===== config.mk =====
export PLATFORM = sky130hd
export DESIGN_NAME = phy_bus_ctrl
export DESIGN_NICKNAME = d
export VERILOG_FILES = /design/src/rtl/phy_bus_ctrl.sv
export SDC_FILE = /design/constraint.sdc
export NUM_CORES = 1
export LEC_CHECK = 0
export BUFFER_PORTS_ARGS = -buffer_cell sky130_fd_sc_hd__buf_2
export CAP_MARGIN = 20
export CORE_AREA = 2 2 81 103
export DETAILED_ROUTE_END_ITERATION = 12
export DIE_AREA = 0 0 83 105
export GPL_TIMING_DRIVEN = 0
export HOLD_SLACK_MARGIN = 0.06
export PLACE_DENSITY = 0.79
export SYNTH_ARGS = -nofsm -noshare
export SYNTH_HDL_FRONTEND = slang
export SYNTH_SLANG_ARGS = --single-unit
export TNS_END_PERCENT = 20

===== constraint.sdc =====
create_clock -name clk -period 1.8 [get_ports clk]
set_input_delay 0.27 -clock clk [delete_from_list [all_inputs] [get_ports clk]]
set_output_delay 0.27 -clock clk [all_outputs]
set_load 0.03 [all_outputs]

===== src/rtl/phy_bus_ctrl.sv =====
module phy_bus_ctrl #(
  parameter int CLK_PERIOD_NS   = 10,
  parameter int FIXED_WINDOW_NS = 200,
  parameter int ACK_TIMEOUT     = 32
) (
  input  logic        clk,
  input  logic        rst_n,
  input  logic        host_req,
  input  logic        host_we,
  input  logic [13:0] host_addr,
  input  logic [15:0] host_wdata,
  output logic [15:0] host_rdata,
  output logic        host_done,
  output logic        host_busy,
  output logic [1:0]  phy_cs_n,
  output logic        phy_rd_n,
  output logic        phy_wr_n,
  output logic [7:0]  phy_addr,
  output logic [7:0]  phy_dout,
  output logic        phy_dout_en,
  output logic        phy_par_out,
  input  logic [7:0]  phy_din,
  input  logic        phy_par_in,
  input  logic        phy_ack,
  input  logic [1:0]  phy_irq,
  output logic        phy_rst,
  input  logic        master_en,
  output logic        fr_req,
  output logic        fr_we,
  output logic [11:0] fr_addr,
  output logic [7:0]  fr_wdata,
  input  logic [7:0]  fr_rdata
);

  localparam int FIX_CYC = (FIXED_WINDOW_NS + CLK_PERIOD_NS - 1) / CLK_PERIOD_NS;
  localparam int CNT_MAX = (FIX_CYC > ACK_TIMEOUT) ? FIX_CYC : ACK_TIMEOUT;
  localparam int CW      = $clog2(CNT_MAX + 1);

  localparam int C_FE   = 4;
  localparam int C_PRST = 5;
  localparam int C_LINK = 8;
  localparam int C_HS   = 9;
  localparam int C_FRM  = 10;
  localparam int C_INV  = 11;
  localparam int C_PEN  = 12;
  localparam logic [15:0] CTRL_MASK = 16'h1F30;

  typedef enum logic [1:0] {S_IDLE, S_STRB, S_FRM} st_t;

  st_t         st;
  logic [CW-1:0] cnt;
  logic [15:0] ctrl, ctrl_n;
  logic [7:0]  stat, stat_set, stat_clr;
  logic        op_we, op_phy2;
  logic [11:0] op_addr;
  logic [7:0]  op_wdata;

  wire acc     = host_req && (st == S_IDLE);
  wire is_ctrl = (host_addr == 14'h0000);
  wire is_stat = (host_addr == 14'h0004);
  wire in_win  = (host_addr[13:12] == 2'b10);
  wire frm_hit = (host_addr[11:8] != 4'h0);
  wire fe      = ctrl[C_FE];
  wire hs      = ctrl[C_HS];
  wire go_bus  = acc && in_win && fe && !ctrl[C_FRM];
  wire go_frm  = acc && in_win && fe && ctrl[C_FRM] && frm_hit;
  wire adr_err = acc && in_win && fe && ctrl[C_FRM] && !frm_hit;

  wire fix_end = (st == S_STRB) && !hs && (cnt == CW'(FIX_CYC - 1));
  wire ack_end = (st == S_STRB) && hs && phy_ack;
  wire tmo_end = (st == S_STRB) && hs && !phy_ack && (cnt == CW'(ACK_TIMEOUT - 1));
  wire bus_fin = fix_end || ack_end || tmo_end;
  wire par_bad = ~^{phy_din, phy_par_in};
  wire par_ev  = (fix_end || ack_end) && !op_we && ctrl[C_PEN] && par_bad;

  wire [1:0] irq_act = ctrl[C_INV] ? phy_irq : ~phy_irq;

  always_comb begin
    ctrl_n = (acc && host_we && is_ctrl) ? (host_wdata & CTRL_MASK) : ctrl;
    if (ctrl_n[C_LINK] && !master_en) ctrl_n[C_FE] = 1'b0;
  end

  assign stat_set = {2'b00, adr_err, tmo_end, irq_act, par_ev, 1'b0};
  assign stat_clr = (acc && host_we && is_stat) ? host_wdata[7:0] : 8'h00;

  always_ff @(posedge clk or negedge rst_n) begin
    if (!rst_n) begin
      st         <= S_IDLE;
      cnt        <= '0;
      ctrl       <= '0;
      stat       <= '0;
      op_we      <= 1'b0;
      op_phy2    <= 1'b0;
      op_addr    <= '0;
      op_wdata   <= '0;
      host_done  <= 1'b0;
      host_rdata <= '0;
    end else begin
      ctrl      <= ctrl_n;
      stat      <= (stat & ~stat_clr) | stat_set;
      host_done <= 1'b0;
      case (st)
        S_IDLE: if (acc) begin
          op_we    <= host_we;
          op_phy2  <= host_addr[11];
          op_addr  <= host_addr[11:0];
          op_wdata <= host_wdata[7:0];
          cnt      <= '0;
          if (go_bus)      st <= S_STRB;
          else if (go_frm) st <= S_FRM;
          else begin
            host_done  <= 1'b1;
            host_rdata <= host_we ? 16'h0000 :
                          is_ctrl ? ctrl :
                          is_stat ? {8'h00, stat} : 16'h0000;
          end
        end
        S_STRB: begin
          cnt <= cnt + 1'b1;
          if (bus_fin) begin
            st         <= S_IDLE;
            host_done  <= 1'b1;
            host_rdata <= (op_we || tmo_end) ? 16'h0000 : {8'h00, phy_din};
          end
        end
        S_FRM: begin
          st         <= S_IDLE;
          host_done  <= 1'b1;
          host_rdata <= op_we ? 16'h0000 : {8'h00, fr_rdata};
        end
        default: st <= S_IDLE;
      endcase
    end
  end

  assign host_busy   = (st != S_IDLE);
  assign phy_cs_n    = (st != S_STRB) ? 2'b11 : (op_phy2 ? 2'b01 : 2'b10);
  assign phy_rd_n    = !((st == S_STRB) && !op_we);
  assign phy_wr_n    = !((st == S_STRB) && op_we);
  assign phy_addr    = op_addr[7:0];
  assign phy_dout    = op_wdata;
  assign phy_dout_en = (st == S_STRB) && op_we;
  assign phy_par_out = ~^op_wdata;
  assign phy_rst     = ~(ctrl[C_PRST] ^ ctrl[C_INV]);
  assign fr_req      = (st == S_FRM);
  assign fr_we       = op_we;
  assign fr_addr     = op_addr;
  assign fr_wdata    = op_wdata;


  cs_onehot_chk: assert property (@(posedge clk) disable iff (!rst_n)
    $onehot0(~phy_cs_n));


  strobe_excl_chk: assert property (@(posedge clk) disable iff (!rst_n)
    phy_rd_n || phy_wr_n);


  fix_len_chk: assert property (@(posedge clk) disable iff (!rst_n)
    (st == S_STRB && !hs) |-> (cnt < CW'(FIX_CYC)));


  tmo_len_chk: assert property (@(posedge clk) disable iff (!rst_n)
    (st == S_STRB && hs) |-> (cnt < CW'(ACK_TIMEOUT)));


  fe_gate_chk: assert property (@(posedge clk) disable iff (!rst_n)
    (acc && in_win && !fe) |=> (host_done && phy_cs_n == 2'b11 && !fr_req));


  irq_set_chk: assert property (@(posedge clk) disable iff (!rst_n)
    irq_act[0] |=> stat[2]);


  done_pulse_chk: assert property (@(posedge clk) disable iff (!rst_n)
    host_done |=> !host_done);

endmodule


Yosys cells after proc, flatten, opt, wreduce, memory -nomap -nowiden
Cells that the tools add are included.
- reduce and logical (&&, ||, !) cells: 46
- bitwise operators: 6
- equality and inequality tests: 12
- add/subtract/negate cells: 1
- muxes and demuxes: 28
- operators by type and width (cell ; count):
    $mux W16 ; 4
    $pmux W16 S3 ; 1
    $mux W8 ; 4
    $mux W13 ; 2
    $logic_and A1 B1 Y1 ; 22
    $eq A14 B3 Y1 const B ; 1
    $logic_not A14 Y1 ; 1
    $mux W2 ; 7
    $eq A6 B5 Y1 const B ; 2
    $pmux W6 S2 ; 1
    $mux W9 ; 1
    $reduce_xnor A9 Y1 ; 1
    $and A8 B8 Y8 ; 1
    $logic_not A1 Y1 ; 8
    $ne A2 B2 Y1 const B ; 4
    $not A8 Y8 ; 1
    $or A8 B6 Y8 ; 1
    $reduce_xnor A8 Y1 ; 1
    $add A6 B1 Y6 const B ; 1
    $mux W6 ; 1
    $reduce_bool A2 Y1 ; 3
    $mux W1 ; 5
    $reduce_and A5 Y1 ; 1
    $eq A2 B2 Y1 const B ; 2
    other kinds (14) ; 17
- output and inout port bits: 63
- bits in registers: 62
- bits of input ports: 55
- logic and storage cells: 105

Logic depth before layout (Yosys ltp)
Gate-level depths: netlist (run 1).
- word-level depth: 10
- mapped depth: 8
- depth with buffers taken out: 7

Least setup slack after synthesis (run 1)
OpenSTA, ideal clock, no wires.
- path type: reg2reg
- start point: register st[1]
- end point: register host_rdata[4]
- arrival: 1751 ps
- required time: 1675 ps
- clock period less this slack: 1876 ps
- stages on the path, launching flop included: 8
- setup time: 125 ps
- path buffers: 0
- path slack: -76 ps
- path through: dfrtp_1 -> inv_1 -> ha_1 -> nand4b_1 -> o311a_1 -> a22oi_1 -> o21ai_0 -> mux2_2
- word-level cells in the longest chain between the ends: 8
- elaborated cells between the ends (all ways): 27
- those cells by class: eq/ne: 6; mux: 3; reduce/logical: 18
- ends and longest elaborated chain (element ; RTL line ; text):
    from (decl) ; 50 ; st_t st;
    from (signal assigned) ; 88 ; st <= S_IDLE;
    from (signal assigned) ; 109 ; if (go_bus) st <= S_STRB;
    from (signal assigned) ; 110 ; else if (go_frm) st <= S_FRM;
    $eq A2 B1 Y1 or $logic_not A2 Y1 (tied branches) ; -- ;
    $logic_and A1 B1 Y1, on equally long branches ; 70, 71, 58 ;
    $logic_and A1 B1 Y1, on equally long branches (2 in series) ; 71, 65, 66 ;
    $logic_or A1 B1 Y1 or $logic_and A1 B1 Y1 (tied branches) ; 123, 66 ;
    $mux W8 or $logic_and A1 B1 Y1 (tied branches) ; 123, 66 ;
    $mux W16 or $ne A2 B2 Y1 (tied branches) ; -- ;
    $pmux W16 S3 or $reduce_and A5 Y1 (tied branches) ; -- ;
    to (signal assigned) ; 113 ; host_rdata <= host_we ? 16'h0000 :
    to (signal assigned) ; 123 ; host_rdata <= (op_we || tmo_end) ? 16'h0000 : {8'h00, phy_din};
    to (signal assigned) ; 129 ; host_rdata <= op_we ? 16'h0000 : {8'h00, fr_rdata};
    to (decl) ; 12 ; output logic [15:0] host_rdata,
Several ways; a longest one is shown, not always the timed one. The select of a mux whose other input is x is not followed.
A chain may end at the register's enable or synchronous reset.

Final worst setup path (run 1)
- start point: register st[1]
- end point: register host_rdata[3]
Same word-level chain as after synthesis.

==> summary.txt, run 1 <==
Cells and area
  • Number of diodes: 0
  • Post-Layout Cell Count: 519
  • Area Growth Syn to Fin: 42.81%
  • Layout Nets: 479
  • Final core occ: 56.14%
  • # fillers: 637
  • Area of the multi-input gates: 1543 sq um
  • Share of cells above drive strength 1: 56.13%
  • Sequential Area: 1455 sq um

Floorplanning
  • Die X: 83 um
  • Die height: 105 um
  • Die ar.: 8715 sq um
  • I/O pins: 118
  • CORE AREA: 7702 sq um
  • Row Count: 36
  • Initial Util: 39.31%

Placement
  • Pre-CTS setup slack: -347.7 ps
  • IO buf count: 110
  • Routability-driven placement congestion ratio: 0.8258
  • DP Cell Count: 481
  • HPWL after detailed placement: 5852 um

Routing
  • Via count: 2681
  • Drt wl/cell: 16.17 um
  • Post-DRT Antenna Nets: 0
  • Final WL: 8392 um
  • Drt initial violations: 238
  • DR pass1 iterations: 5
  • Residual DRC: 0
  • Vias per cell: 5.166

Synthesis
  • Asr flop ratio synth: 100.0%
  • Top cell type's share of synthesized area: 47.93%
  • Most frequent cell after synthesis: dfrtp_1
  • Syn_area_per_cell: 11.09 sq um
  • Synth cell count leaders: 58 x dfrtp_1, 34 x nand2_1, 27 x mux2_2
  • Synthesis-stage register bit count: 58
  • Yosys cell types: 49
  • Top post-synthesis cells by area: dfrtp_1 48%, mux2_2 10%, xnor2_1 5.2%, buf_4 5.0%, nand2_1 4.2%
  • EDFF count, synth: 0
  • Post-synth top area cell: dfrtp_1
  • Synth Instances: 273
  • Seq/Total Area, Yosys: 47.93%
  • YS warnings: 0
  • Synthesized area: 3028 sq um
  • Commonest register cell after synthesis: dfrtp_1

Clocking
  • Clock sinks: 58
  • Root buf cell: clkbuf_8
  • Clk Latency, worst-skew pair: 340 ps
  • CTS tree: done
  • Clock Tree Buf Depth: 2
  • Worst-path clk slew: 70 ps
  • CTS Buf Count: 9
  • Htree depth: 3

Critical path
  • CP max stage delay: 410 ps
  • Critical-path cell list: inv_2, ha_4, nand4b_1, o311a_4, buf_6, a222oi_1, o21ai_1
  • Slowest CP cell: dfrtp_1
  • Worst Setup EP: host_rdata[3]
  • Setup crit end kind: flip-flop
  • Reg2reg path depth: 7
  • Crit path arrival time: 2150 ps
  • Worst Path Required: 2010 ps
  • Worst R2R Start: st[1]
  • Crit. Startpoint: st[1]
  • Reg2reg setup slack: -140 ps
  • CP max FO: 6
  • Worst r2r dst: host_rdata[3]
  • Critical Path Start Type: flip-flop
  • CP Class: reg2reg

Global route
  • Met3 Usage GRT: 4.581%
  • GRT met1 Usage: 21.76%
  • Largest net degree at the start of global routing: 37
  • Grt ovf: 0
  • First-pass GRT wire length: 13070 um
  • Grt met2 use: 32.32%
  • GRT busiest layer: met2
  • Initial antenna violation count: 0
  • Vias in the first global route: 2653
  • GR Util All Layers: 18.69%

Power and ir drop
  • Worst vdd ir: 0.5621 mV
  • PwrDens: 797.4 nW/um^2
  • LEAKAGE: 2.084 nW
  • Power Total: 3.448 mW

Timing
  • Final hold violations: 0
  • Period utilization: 107.9%
  • Fin. max-slew vios: 0
  • Fmax achieved: 514.7 MHz
  • RSZ-0062 raised after global routing: yes
  • Worst Clk Skew: 5.903 ps
  • Shortest period the worst path allows: 1943 ps
  • Hold slack: 115.8 ps
  • Worst-Margin Slew: 844.5 ps
  • Rel. slew slack: 43.70%
  • Final setup violation count: 19
  • Final WS setup: -142.9 ps

Outcome
  • Failing checks: setup timing
  • Status: complete, but fails checks

Hold path
  • Hold crit path type: in2reg

Job
  • Max cap viols: 0
-- metal layers --
layer | share of wire [%] | up-vias | routed length (um)
met3 | 5.8 | 26 | 487
met5 | 0 | - | 0
met2 | 54 | 106 | 4503
met4 | 2.6 | 0 | 215
li1 | - | 1236 | -
met1 | 38 | 1313 | 3186
-- cell type report --
class                      count  area share [%]
buffer                        27           4.572
clock buffer                  10           3.183
clock inverter                 6           1.852
inverter                       8          0.6944
multi-input combinational    181           35.68
sequential                    58           33.65
tap                           95           2.749
timing repair buffer         134           17.62
-- power breakdown --
group          internal (mW)  leakage (nW)  total, mW  switching (mW)
combinational          0.296          1.22      0.723           0.427
clock                  0.807         0.116       1.33           0.520
sequential              1.35         0.744       1.40          0.0456
total                   2.46          2.08       3.45           0.993
-- timing repair --
item,4_1_cts,5_1_grt
endpoints found under the setup margin,52,28
resized for setup,30,22
setup buffers,11,9
gates cloned,0,2
pin swaps,9,10
hold buffers,1,0
hold endpoints to repair,14,0
-- cells by family (layout without fill, tap and decap cells) --
logic type	Yosys count	in the layout	synth area share, %
AND/OR/NAND/NOR	70	70	12.85
multiplexers	32	32	11.86
buffers and inverters	36	185	7.025
flip-flops	58	58	47.93
AO/OA/AOI/OAI	51	51	12.36
other	1	3	0.1238
adder cells (fa/ha/maj)	5	5	2.066
XOR/XNOR	20	20	5.785
-- flip-flops by register name, summed over array words and instances (netlist names), 2 cells and up --
register,cells
cnt,6
ctrl,7
fr_addr,11
fr_wdata,8
host_rdata,13
st,2
stat,8
-- placed cells by master, fill, tap and decap left out, types with 4 or more instances in the layout --
cell and n:
buf_2 112, dfrtp_1 55, buf_4 38, nand2_1 29
mux2_2 25, xnor2_1 17, o21ai_1 14, clkbuf_8 10
nor2_1 9, inv_1 6, a222oi_1 6, buf_6 5
a21o_1 4, clkinv_2 4
-- through the flow --
step	setup TNS, ps	cell area [sq um]
after floorplan	-71.58	3060
after global placement	-7392	3730
after detailed placement	-9683	3757
after CTS	-150.8	4164
after global routing	-2956	4324
final	-1300	4324
-- how the worst min path moves through the flow --
stage | from | end | cells past startpoint
2_1_floorplan | rst_n | cnt[0] | 0
5_1_grt | host_wdata[6] | stat[6] | 2
4_1_cts | host_wdata[6] | stat[6] | 2
6_report | host_wdata[6] | stat[6] | 2
3_3_place_gp | host_rdata[11] | host_rdata[11] | 2
3_5_place_dp | rst_n | fr_wdata[6] | 1
-- worst max-delay path, delay by kind of cell (launching register included) --
| family | cells | cell delay, ps |
|---|---|---|
| adders and majority gates | 1 | 160 |
| buffers and inverters | 2 | 230 |
| and+or+nand+nor | 1 | 160 |
| DFF | 1 | 410 |
| AOI/OAI and AO/OA | 3 | 850 |
(Power assumes the default switching activity.)
==> inputs of run 2 (changes only) <==
--- a/config.mk
+++ b/config.mk
@@ -10,9 +10,8 @@
 export CORE_AREA = 2 2 81 103
 export DETAILED_ROUTE_END_ITERATION = 12
 export DIE_AREA = 0 0 83 105
-export GPL_TIMING_DRIVEN = 0
 export HOLD_SLACK_MARGIN = 0.06
-export PLACE_DENSITY = 0.79
+export PLACE_DENSITY = 0.77
 export SYNTH_ARGS = -nofsm -noshare
 export SYNTH_HDL_FRONTEND = slang
 export SYNTH_SLANG_ARGS = --single-unit
==> run 2 against run 1 <==
  * The run still ends with setup timing left
  * Core utilization decreased by 2.9 points
  * Cell count decreased by 2.3%
  * Non-clock buffer count decreased by 11
  * First-iteration DRC count decreased by 16%
  * Hold slack improved by 18 ps
  * Die area unchanged
  * Routed wire length decreased by 11%
  * Clock-buffer cell count increased by 2
  * Sequential cell count unchanged
  * Sequential power about the same
==> summary.txt, run 2 (synthesis results as in run 1) <==
Floorplanning
  • Die ar.: 8715 sq um (unchanged)
  • I/O pins: 118 (unchanged)
  • Die height: 105 um (unchanged)
  • CORE AREA: 7702 sq um (unchanged)
  • Initial Util: 39.31% (unchanged)
  • Die X: 83 um (unchanged)
  • Row Count: 36 (unchanged)

Placement
  • Pre-CTS setup slack: -123.7 ps (+223.9 ps)
  • HPWL after detailed placement: 5764 um (-1.5%)
  • Dpl cell area: 3805 sq um (+1.3%)
  • Routability-driven placement congestion ratio: 0.8302 (+0.53%)
  • IO buf count: 111 (+0.91%)
  • DP Cell Count: 485 (+0.83%)

Hold path
  • Hold crit path type: in2reg

Critical path
  • Crit path arrival time: 2070 ps (-80 ps)
  • CP max stage delay: 400 ps (about the same)
  • Critical-path cell list: inv_2, ha_4, nand4b_1, o311a_1, buf_6, a222oi_1, o21ai_1
  • Setup crit end kind: flip-flop
  • Critical Path Start Type: flip-flop
  • Worst Path Required: 2010 ps (about the same)
  • Slowest CP cell: dfrtp_1
  • CP max FO: 6 (unchanged)
  • CP Class: reg2reg

Routing
  • Drt wl/cell: 14.78 um (-8.6%)
  • Via count: 2556 (-4.7%)
  • Vias per cell: 5.041 (-2.4%)
  • Post-DRT Antenna Nets: 0 (unchanged)
  • DR pass1 iterations: 7 (+2)
  • Residual DRC: 0 (unchanged)
  • Final WL: 7492 um (-11%)
  • Drt initial violations: 200 (-16%)

Cells and area
  • Share of cells above drive strength 1: 51.46% (-4.7 points)
  • Reg with most FFs: host_rdata
  • Post-Layout Cell Count: 507 (-2.3%)
  • Number of diodes: 0 (unchanged)
  • Area Growth Syn to Fin: 35.54%
  • Max reg flops: 13 (unchanged)
  • # fillers: 657 (+3.1%)
  • Commonest non-fill, non-tap cells in the layout: 109 x buf_2, 57 x dfrtp_1, 34 x buf_4
  • Commonest non-fill, non-tap cell in the layout: buf_2
  • Layout Nets: 468 (-2.3%)
  • Final instance area: 4104 sq um (-5.1%)

Clocking
  • Clock sinks: 58 (unchanged)
  • Root buf cell: clkbuf_8
  • Worst-path clk slew: 60 ps (about the same)
  • Htree depth: 3 (unchanged)
  • CTS tree: done
  • Clk Latency, worst-skew pair: 330 ps (about the same)
  • CTS Buf Count: 9 (unchanged)
  • Clock Tree Buf Depth: 2 (unchanged)

Timing
  • Shortest period the worst path allows: 1858 ps (-84.46 ps)
  • Final setup violation count: 5 (-14)
  • Final hold violations: 0 (unchanged)
  • Period utilization: 103.2% (-4.7 points)
  • Worst Clk Skew: 5.078 ps (-0.8248 ps)
  • Fin. max-slew vios: 0 (unchanged)
  • Final WS setup: -58.45 ps (+84.46 ps)
  • RSZ-0062 raised after global routing: yes
  • Fmax achieved: 538.1 MHz (+4.5%)

Global route
  • First-pass GRT wire length: 12160 um (-7.0%)
  • Initial antenna violation count: 0 (unchanged)
  • GR Util All Layers: 17.60% (-1.1 points)
  • Grt ovf: 0 (unchanged)
  • Largest net degree at the start of global routing: 42 (+14%)
  • Vias in the first global route: 2504 (-5.6%)

Power and ir drop
  • Worst vdd ir: 0.4952 mV (-12%)
  • PwrDens: 775.7 nW/um^2 (-2.7%)
  • LEAKAGE: 1.996 nW (-4.2%)

Job
  • Max cap viols: 0 (unchanged)

Outcome
  • Status: complete, but fails checks
  • Failing checks: setup timing
[run 2: cell count changes in the layout (fill, tap and decap cells not counted), moves of 2 or more]
cell	before	now
o21ai_0	3	8
buf_4	38	34
o21ai_1	14	10
buf_2	112	109
nand2_1	29	32
buf_6	5	3
clkinv_2	4	2
dfrtp_1	55	57
dfrtp_2	3	1
mux2_2	25	27
mux2_4	3	1
nand2_2	3	1
[run 2: layout make-up]
cell class / instances / area [sq um] / area share [%]
well taps: 95 / 118.9 / 2.896
clock inverters: 3 / 40.04 / 0.9756
flip-flops and latches: 58 / 1453 / 35.40
clock buffers: 12 / 145.1 / 3.537
multi-input cells: 181 / 1438 / 35.03
inverters: 8 / 30.03 / 0.7317
repair buffers: 150 / 879.6 / 21.43
[run 2: layer usage]
layer | wire length [um] | track usage (%)
met2 | 3942 | 29.38
met1 | 2955 | 20.95
met4 | 204 | 9.016
met3 | 389 | 4.265
met5 | 0 | 0
[run 2: timing repair]
| item | 4_1_cts | 5_1_grt |
|---|---|---|
| endpoints found under the setup margin | 26 | 23 |
| pin swaps | 7 | 5 |
| resized for setup | 9 | 9 |
| hold buffers | 1 | 0 |
| buffers inserted | 4 | 2 |
| endpoints found under the hold margin | 17 | 0 |
[run 2: stage by stage]
stage	TNS, ps	hold WS, ps	total power, mW	util, %
global route	-1385	110.3	3.329	53.28
global placement	-439.4	222.6	2.045	49.40
finish	-150.1	133.9	3.183	53.28
floorplan	-71.58	-25.59	1.868	-
detailed placement	-1158	234.3	2.057	49.40
CTS	-168.3	110.1	3.208	52.63
[run 2: final timing paths]
kind / endpoint / start / slack (ps) / cells past startpoint
setup reg to reg: host_rdata[6] / st[1] / -60 / 7
min in group asynchronous: host_rdata[6] / rst_n / 420 / 2
max in group asynchronous: st[0] / rst_n / 800 / 3
hold / removal: stat[0] / host_wdata[0] / 130 / 2
setup / recovery: host_rdata[6] / st[1] / -60 / 7
hold reg to reg: host_rdata[10] / host_rdata[10] / 470 / 2
[run 2: critical path, delay by kind of cell, from the launching register on]
family	cells	cell delay, ps
AOI/OAI and AO/OA	3	810
adders and majority gates	1	130
buffers and inverters	2	260
DFF	1	400
and+or+nand+nor	1	130
[run 2: where the power goes]
part           total, mW  switching (mW)  leakage, nW  internal [mW]
Sequential          1.39          0.0409        0.747           1.35
Combinational      0.655           0.409         1.15          0.246
Clock               1.13           0.469       0.0962          0.665
Total               3.18           0.919         2.00           2.26
